$ cat config.mk
export PLATFORM = sky130hd
export DESIGN_NAME = fop_status_track
export DESIGN_NICKNAME = d
export VERILOG_FILES = /design/src/rtl/fst_pkg.sv /design/src/rtl/fst_op_track.sv /design/src/rtl/fst_err_bank.sv /design/src/rtl/fst_stat_pack.sv /design/src/rtl/fop_status_track.sv
export SDC_FILE = /design/constraint.sdc
export NUM_CORES = 1
export LEC_CHECK = 0
export CAP_MARGIN = 20
export CORE_MARGIN = 2
export CORE_UTILIZATION = 35
export DETAILED_ROUTE_END_ITERATION = 16
export DONT_BUFFER_PORTS = 1
export HOLD_SLACK_MARGIN = 0.08
export SLEW_MARGIN = 20
export SYNTH_ARGS = -nofsm -noshare
export SYNTH_HDL_FRONTEND = slang
export SYNTH_SLANG_ARGS = --single-unit
export TNS_END_PERCENT = 20
$ cat constraint.sdc
create_clock -name clk -period 1.96 [get_ports clk]
set_input_delay 0.098 -clock clk [delete_from_list [all_inputs] [get_ports clk]]
set_output_delay 0.098 -clock clk [all_outputs]
set_load 0.1 [all_outputs]
$ cat src/rtl/fst_pkg.sv
package fst_pkg;
   localparam int unsigned MIN_STAT_W = 13;
   localparam int unsigned NUM_ERR    = 5;
   localparam int unsigned NUM_FIELD  = 10;

   // error flag slots inside the error bank
   localparam int unsigned E_PVF   = 0;
   localparam int unsigned E_EVF   = 1;
   localparam int unsigned E_INVD  = 2;
   localparam int unsigned E_VOLT  = 3;
   localparam int unsigned E_CSTAT = 4;

   // status word bit positions (read by software)
   localparam int unsigned B_PSUSP = 1;
   localparam int unsigned B_ESUSP = 2;
   localparam int unsigned B_VOLT  = 3;
   localparam int unsigned B_CSTAT = 4;
   localparam int unsigned B_INVD  = 5;
   localparam int unsigned B_PACT  = 6;
   localparam int unsigned B_EACT  = 7;
   localparam int unsigned B_BUSY  = 8;
   localparam int unsigned B_EVF   = 10;
   localparam int unsigned B_PVF   = 12;

   typedef struct packed {
      logic busy;
      logic eact;
      logic pact;
      logic esusp;
      logic psusp;
   } act_s;
endpackage

$ cat src/rtl/fst_op_track.sv
module fst_op_track (
   input  logic         clk,
   input  logic         rst_n,
   input  logic         pgm_start_i,
   input  logic         pgm_done_i,
   input  logic         ers_start_i,
   input  logic         ers_done_i,
   input  logic         susp_i,
   input  logic         resume_i,
   input  logic         clr_more_i,
   input  logic         fail_i,
   output logic         live_o,
   output fst_pkg::act_s act_o
);
   logic pact_q, eact_q, psusp_q, esusp_q, busy_q;
   logic pact_n, eact_n, psusp_n, esusp_n, busy_n;
   logic live, idle, fin, susp_ok;

   assign live    = pact_q | eact_q;
   assign idle    = !live && !psusp_q && !esusp_q;
   assign fin     = (pact_q & pgm_done_i) | (eact_q & ers_done_i);
   assign susp_ok = live & susp_i & !fail_i & !fin;

   always_comb begin
      pact_n  = pact_q;
      eact_n  = eact_q;
      psusp_n = psusp_q;
      esusp_n = esusp_q;
      if (fail_i || fin) begin
         pact_n = 1'b0;
         eact_n = 1'b0;
      end else if (susp_ok) begin
         psusp_n = pact_q;
         esusp_n = eact_q;
         pact_n  = 1'b0;
         eact_n  = 1'b0;
      end else if (resume_i && psusp_q) begin
         psusp_n = 1'b0;
         pact_n  = 1'b1;
      end else if (resume_i && esusp_q) begin
         esusp_n = 1'b0;
         eact_n  = 1'b1;
      end else if (clr_more_i && (psusp_q || esusp_q)) begin
         psusp_n = 1'b0;
         esusp_n = 1'b0;
      end else if (idle && pgm_start_i) begin
         pact_n = 1'b1;
      end else if (idle && ers_start_i) begin
         eact_n = 1'b1;
      end
      busy_n = pact_n | eact_n | susp_ok;
   end

   always_ff @(posedge clk) begin
      if (!rst_n) begin
         pact_q  <= 1'b0;
         eact_q  <= 1'b0;
         psusp_q <= 1'b0;
         esusp_q <= 1'b0;
         busy_q  <= 1'b0;
      end else begin
         pact_q  <= pact_n;
         eact_q  <= eact_n;
         psusp_q <= psusp_n;
         esusp_q <= esusp_n;
         busy_q  <= busy_n;
      end
   end

   assign live_o      = live;
   assign act_o.busy  = busy_q;
   assign act_o.eact  = eact_q;
   assign act_o.pact  = pact_q;
   assign act_o.esusp = esusp_q;
   assign act_o.psusp = psusp_q;

   AST_ACT_EXCL: assert property (@(posedge clk) disable iff (!rst_n)
      !(pact_q && eact_q));
   AST_BUSY_COVER: assert property (@(posedge clk) disable iff (!rst_n)
      (pact_q || eact_q) |-> busy_q);
   AST_SUSP_HALTS: assert property (@(posedge clk) disable iff (!rst_n)
      (psusp_q || esusp_q) |-> !(pact_q || eact_q));
   AST_LONE_RESUME: assert property (@(posedge clk) disable iff (!rst_n)
      (resume_i && !psusp_q && !esusp_q && !live && !pgm_start_i && !ers_start_i)
      |=> (!pact_q && !eact_q));
   AST_FAIL_STOP: assert property (@(posedge clk) disable iff (!rst_n)
      fail_i |=> (!pact_q && !eact_q && !busy_q));
endmodule

$ cat src/rtl/fst_err_bank.sv
module fst_err_bank #(
   parameter int unsigned  N         = 5,
   parameter logic [N-1:0] MORE_MASK = '0
) (
   input  logic         clk,
   input  logic         rst_n,
   input  logic [N-1:0] set_i,
   input  logic         clr_all_i,
   input  logic         clr_more_i,
   output logic [N-1:0] flags_o
);
   if (N < 1) begin : g_bad_n
      $error("fst_err_bank: N must be at least 1");
   end

   for (genvar g = 0; g < N; g++) begin : g_flag
      logic clr;
      assign clr = clr_all_i | (MORE_MASK[g] & clr_more_i);

      always_ff @(posedge clk) begin
         if (!rst_n)        flags_o[g] <= 1'b0;
         else if (set_i[g]) flags_o[g] <= 1'b1;
         else if (clr)      flags_o[g] <= 1'b0;
      end

      AST_SET_WINS: assert property (@(posedge clk) disable iff (!rst_n)
         set_i[g] |=> flags_o[g]);
      if (!MORE_MASK[g]) begin : g_sticky
         AST_ONLY_CLR_ALL: assert property (@(posedge clk) disable iff (!rst_n)
            (flags_o[g] && !clr_all_i) |=> flags_o[g]);
      end
   end
endmodule

$ cat src/rtl/fst_stat_pack.sv
module fst_stat_pack #(
   parameter int unsigned STAT_W = 32
) (
   input  fst_pkg::act_s                 act_i,
   input  logic [fst_pkg::NUM_ERR-1:0]   err_i,
   output logic [STAT_W-1:0]             word_o
);
   import fst_pkg::*;

   if (STAT_W < MIN_STAT_W) begin : g_bad_w
      $error("fst_stat_pack: STAT_W too narrow for the field map");
   end

   localparam int unsigned POS [NUM_FIELD] = '{
      B_PSUSP, B_ESUSP, B_VOLT, B_CSTAT, B_INVD,
      B_PACT, B_EACT, B_BUSY, B_EVF, B_PVF};

   logic [NUM_FIELD-1:0] fld;
   assign fld = {err_i[E_PVF], err_i[E_EVF], act_i.busy, act_i.eact, act_i.pact,
                 err_i[E_INVD], err_i[E_CSTAT], err_i[E_VOLT], act_i.esusp, act_i.psusp};

   always_comb begin
      word_o = '0;
      for (int i = 0; i < NUM_FIELD; i++) word_o[POS[i]] = fld[i];
   end
endmodule

$ cat src/rtl/fop_status_track.sv
module fop_status_track #(
   parameter int unsigned STAT_W = 32
) (
   input  logic              clk,
   input  logic              rst_n,
   input  logic              pgm_start_i,
   input  logic              pgm_done_i,
   input  logic              ers_start_i,
   input  logic              ers_done_i,
   input  logic              susp_i,
   input  logic              resume_i,
   input  logic              pv_fail_i,
   input  logic              ev_fail_i,
   input  logic              invd_i,
   input  logic              vdip_i,
   input  logic              cmd_fail_i,
   input  logic              clr_stat_i,
   input  logic              clr_more_i,
   output logic [STAT_W-1:0] status_o
);
   import fst_pkg::*;

   localparam logic [NUM_ERR-1:0] MORE_MASK = ~(NUM_ERR'(1) << E_CSTAT);

   logic               live, fail;
   logic [NUM_ERR-1:0] err_raw, err_set, err_q;
   act_s               act;

   always_comb begin
      err_raw          = '0;
      err_raw[E_PVF]   = pv_fail_i;
      err_raw[E_EVF]   = ev_fail_i;
      err_raw[E_INVD]  = invd_i;
      err_raw[E_VOLT]  = vdip_i;
      err_raw[E_CSTAT] = cmd_fail_i;
   end

   assign fail = live & (|err_raw);

   always_comb begin
      err_set          = err_raw & {NUM_ERR{live}};
      err_set[E_CSTAT] = fail;
   end

   fst_op_track u_op (
      .clk         (clk),
      .rst_n       (rst_n),
      .pgm_start_i (pgm_start_i),
      .pgm_done_i  (pgm_done_i),
      .ers_start_i (ers_start_i),
      .ers_done_i  (ers_done_i),
      .susp_i      (susp_i),
      .resume_i    (resume_i),
      .clr_more_i  (clr_more_i),
      .fail_i      (fail),
      .live_o      (live),
      .act_o       (act)
   );

   fst_err_bank #(.N(NUM_ERR), .MORE_MASK(MORE_MASK)) u_err (
      .clk        (clk),
      .rst_n      (rst_n),
      .set_i      (err_set),
      .clr_all_i  (clr_stat_i),
      .clr_more_i (clr_more_i),
      .flags_o    (err_q)
   );

   fst_stat_pack #(.STAT_W(STAT_W)) u_pack (
      .act_i  (act),
      .err_i  (err_q),
      .word_o (status_o)
   );

   AST_IDLE_FAIL_IGNORED: assert property (@(posedge clk) disable iff (!rst_n)
      (!live && !clr_stat_i && !clr_more_i) |=> $stable(err_q));
   AST_FAIL_SETS_CSTAT: assert property (@(posedge clk) disable iff (!rst_n)
      fail |=> status_o[B_CSTAT]);
endmodule

# == Yosys cells after proc, flatten, opt, wreduce, memory -nomap -nowiden ==
# Index checks and enable logic that the tools add are counted.
# classes
eq_ne,2
muxes,27
bitwise_logic,13
n_reduce_logical,24
# ops
operator,n
$mux W1,27
$reduce_bool A2 Y1,5
$logic_and A1 B1 Y1,7
$and A1 B1 Y1,6
$reduce_and A3 Y1,2
$reduce_bool A3 Y1,2
$logic_not A1 Y1,5
$or A1 B1 Y1,5
$reduce_or A5 Y1,1
$and A4 B4 Y4,1
$ne A3 B1 Y1 const B,1
$logic_or A1 B1 Y1,2
$ne A2 B1 Y1 const B,1
$not A1 Y1,1
# word_totals
ff_bits,10
input_bits,15
out_inout_bits,32
wordCells,76

# == Longest topological paths before layout ==
# depth
word_depth,14
ltp_mapped,4
ltp_nobuf,4

# == Cells and area by module ==
# Synthesis repeated with hierarchy kept, for this count alone.
# hier_totals
hier_cells,93
area_unflattened_um2,775.7
# modules_own_cells
module,n_inst,cells_per_inst,area_each_um2,seq_area_each_um2
fst_op_track,1,33,309.0,100.1
fst_stat_pack,1,33,244.0,0.0
fst_err_bank,1,21,181.4,100.1
fop_status_track,1,6,41.3,0.0

# == Worst setup path before layout ==
# No wires, ideal clock.
# synth_path
path_type,register to register
startpoint,register u_err.flags_o[4] (netlist name)
endpoint,register u_err.flags_o[4]
setup_time_ns,0.058
t_arrival_ns,1.247
t_required_ns,1.902
path_slack_ns,0.655
stages_incl_launch_ff,3
path_buffers,0
period_less_slack_ns,1.305
path_cell_list,dfxtp_1 > nor2b_1 > o21a_1
# synth_rtl
item,line,text
"end signal, assigned by index",fst_err_bank.sv:21,if (!rst_n) flags_o[g] <= 1'b0;
"end signal, assigned by index",fst_err_bank.sv:22,else if (set_i[g]) flags_o[g] <= 1'b1;
"end signal, assigned by index",fst_err_bank.sv:23,else if (clr) flags_o[g] <= 1'b0;
"end, declared",fst_err_bank.sv:10,output logic [N-1:0] flags_o

# == Worst setup path after layout ==
# layout_path
startpoint,register u_op.pact_q
endpoint,register u_op.busy_q
# layout_via
elab_chain_cells,14
elab_cells_between_ends,30
classes_between,13 x mux; 9 x bitwise; 8 x reduce/logical
# layout_rtl
item,line,text
"start, declared",fst_op_track.sv:15,"logic pact_q, eact_q, psusp_q, esusp_q, busy_q;"
"start signal, assigned",fst_op_track.sv:62,pact_q <= pact_n;
$or A1 B1 Y1,fst_op_track.sv:19,assign live = pact_q | eact_q;
$logic_not A1 Y1,fst_op_track.sv:20,assign idle = !live && !psusp_q && !esusp_q;
$logic_and A1 B1 Y1 (2 in series),fst_op_track.sv:20,
$logic_and A1 B1 Y1,fst_op_track.sv:48,end else if (idle && ers_start_i) begin
$mux W1,fst_op_track.sv:48,
$mux W1,fst_op_track.sv:46,end else if (idle && pgm_start_i) begin
$mux W1,fst_op_track.sv:43,end else if (clr_more_i && (psusp_q || esusp_q)) begin
$mux W1,fst_op_track.sv:40,end else if (resume_i && esusp_q) begin
$mux W1,fst_op_track.sv:37,end else if (resume_i && psusp_q) begin
$mux W1,fst_op_track.sv:32,end else if (susp_ok) begin
$mux W1,fst_op_track.sv:29,if (fail_i || fin) begin
$or A1 B1 Y1,fst_op_track.sv:51,busy_n = pact_n | eact_n | susp_ok;
$or A1 B1 Y1 *,fst_op_track.sv:51,
"end signal, assigned",fst_op_track.sv:66,busy_q <= busy_n;
"end, declared",fst_op_track.sv:15,
# Mark *: on every way between the ends. The rest lies on a longest branch, timed or not.
# A chain may end at the register's enable or synchronous reset.

==> flow_metrics.env <==
export IMPL_numPortBuffers=0
export IMPL_initial_core_util=0.3763
export IMPL_numCtsBuffers=3
export IMPL_final_core_util=0.4280
export IMPL_setup_violations=0
export IMPL_clkLatencyLatePin_ps=270
export IMPL_dp_slack_ps=646.3
export IMPL_drtPass1Iterations=4
export IMPL_grt_ovfl_total=0
export IMPL_crit_start="u_op.pact_q"
export IMPL_grt_pass1_wl_mm=2.173
export IMPL_min_path_type="in2reg"
export IMPL_grt_total_usage=0.1424
export IMPL_grt_pass1_vias=523
export IMPL_place_area_um2=634.4
export IMPL_endpoint_kind="flip-flop"
export IMPL_ys_async_sr_fraction=0
export IMPL_outcome="finished clean"
export IMPL_die_w_um=47.32
export IMPL_max_freq_mhz=535.5
export IMPL_drcViolationCount=0
export IMPL_via_per_inst=4.549
export IMPL_drt_total_wl_mm=1.405
export IMPL_rsz0062_at_grt="false"
export IMPL_gp_congestion=0.7689
export IMPL_htreeDepth=1
export IMPL_ios=47
export IMPL_syn_inst=82
export IMPL_setup_tns_final_ps=0
export IMPL_finalHoldViolations=0
export IMPL_setup_ws_ps=92.71
export IMPL_critPathLaunchType="flip-flop"
export IMPL_die_y_um=47.32
export IMPL_synth_seq_area_share=0.3048
export IMPL_cts_tree="yes"
export IMPL_dieArea_mm2=0.002239
export IMPL_ys_warn_count=0
export IMPL_ir_worst_vdd_v=0.0007552
export IMPL_reg2reg_depth=5
export IMPL_drive_gt1_frac=0.1340
export IMPL_ys_dominant_reg_cell="dfxtp_1"
export IMPL_num_rows=15
export IMPL_fin_crit_sh=0.9527
export IMPL_ys_seq_elements=10
export IMPL_cp_max_fo=8
export IMPL_antenna_found_initial=0
export IMPL_power_density_mw_per_mm2=1777
export IMPL_syn_to_final_growth_pct=13.71
export IMPL_drt_first_iter_violations=11
export IMPL_drv_cap=0
export IMPL_synth_edff_count=0
export IMPL_diodes=0
export IMPL_ant_nets=0
export IMPL_worstSetupPathType="reg2reg"
export IMPL_fin_crit_ps=1867
export IMPL_num_nets_final=114
export IMPL_avgSynthCellArea_um2=8.011
export IMPL_clk_pin_slew_worst_paths_ps=60
export IMPL_synth_distinct_cells=21
export IMPL_leakage_nw=0.3392
export IMPL_cts_setup_buffers=0
export IMPL_core_mm2=0.001745
export IMPL_clock_root_buffer="clkbuf_4"
export IMPL_clock_path_buffers=2
export IMPL_mappedNetlistArea_um2=656.9
export IMPL_dp_hpwl_mm=1.026
export IMPL_drv_slew=0
export IMPL_setup_worst_path_end="u_op.busy_q"
export IMPL_wire_per_inst_um=11.52
export IMPL_rrSetupSlack_ps=90
export IMPL_r2r_end="u_op.busy_q"
export IMPL_crit_arrival_ps=2080
export IMPL_finClkSkew_ps=4.561
export IMPL_cts_sinks=10
export IMPL_required_ps=2170
export IMPL_reg2reg_from="u_op.pact_q"
export IMPL_vias=555
export IMPL_grt_max_degree=12
export IMPL_fin_area_um2=747.0
==> timing repair <==
action                    in CTS  in global routing
hold endpoints to repair      10                  0
hold buffers                   9                  0
gates resized for setup        0                  0
==> routing by layer <==
| layer | up-vias | track usage | part of all wire |
|---|---|---|---|
| met5 | - | 0 | 0 |
| li1 | 264 | - | - |
| met1 | 256 | 0.1586 | 0.41 |
| met2 | 35 | 0.2405 | 0.47 |
| met4 | 0 | 0.03333 | 0 |
| met3 | 0 | 0.07308 | 0.12 |
==> Yosys cell counts (all sizes together) (3+ instances only) <==
cell / instances / area share
a22oi: 5 / 0.057
nor2b: 5 / 0.048
nand2: 8 / 0.046
a21oi: 4 / 0.030
dfxtp: 10 / 0.30
o22ai: 3 / 0.029
buf: 28 / 0.32
nor2: 7 / 0.040
==> layout by cell type, fill, tap and decap left out <==
master / n
a211oi_1: 1
a21o_1: 1
a21oi_1: 4
a22oi_1: 5
a31oi_1: 1
buf_4: 10
clkbuf_4: 3
conb_1: 22
dfxtp_1: 10
dlygate4sd3_1: 9
nand2_1: 8
nand3_1: 1
nor2_1: 7
nor2b_1: 5
nor3_1: 1
nor4b_1: 1
o211a_1: 1
o211ai_1: 1
o21a_1: 1
o22ai_1: 3
or2_1: 1
or4b_1: 1
==> sequential cells by signal, indices dropped and copies added, names as in the netlist <==
name	flops
u_op.pact_q	1
u_op.psusp_q	1
u_err.flags_o	5
u_op.esusp_q	1
u_op.busy_q	1
u_op.eact_q	1
==> through the flow <==
step	std cells	power, mW	hold slack (ps)
finish	122	1.328	110.6
global route	122	1.399	140.3
CTS	122	1.333	112.6
detailed placement	110	1.159	222.8
global placement	110	1.149	222.4
floorplan	103	1.111	256.5
==> critical path, stage by stage, from the launching register on <==
cell and delay, ps:
dfxtp_1 380, or4b_1 530, a21oi_1 160, nor2_1 60, a31oi_1 130, dlygate4sd3_1 550
==> layout make-up <==
type                    instances  area [µm²]
clock buffers                   3       22.52
fillers                       187       998.5
multi-input cells              65       327.8
flip-flops and latches         10       200.2
well taps                      25       31.28
repair buffers                 19       165.2
==> power by group <==
part | switching (mW) | leakage (nW) | internal (mW)
combinational | 0.701 | 0.244 | 0.191
sequential | 0.0431 | 0.0816 | 0.253
clock | 0.0686 | 0.0138 | 0.0709
total | 0.813 | 0.339 | 0.515
==> cell families (layout without fill, tap and decap cells) <==
logic type             count (synthesis)  in the layout  share of synthesized area
other                                  1             22                   0.005709
AOI/OAI and AO/OA                     18             18                     0.1867
and+or+nand+nor                       25             25                     0.1867
DFF                                   10             10                     0.3048
buffers and inverters                 28             22                     0.3162
==> worst min-delay path by stage <==
stage                     cells past startpoint          endpoint        from  slack [ps]
after CTS                                     3      u_op.esusp_q    resume_i         110
after global placement                        1  u_err.flags_o[4]       rst_n         220
after detailed placement                      1  u_err.flags_o[4]       rst_n         220
after floorplan                               2      u_op.psusp_q       rst_n         260
final                                         3  u_err.flags_o[4]  cmd_fail_i         110
after global routing                          3       u_op.eact_q      susp_i         140
Note: power is estimated with default switching activity, not from simulation.
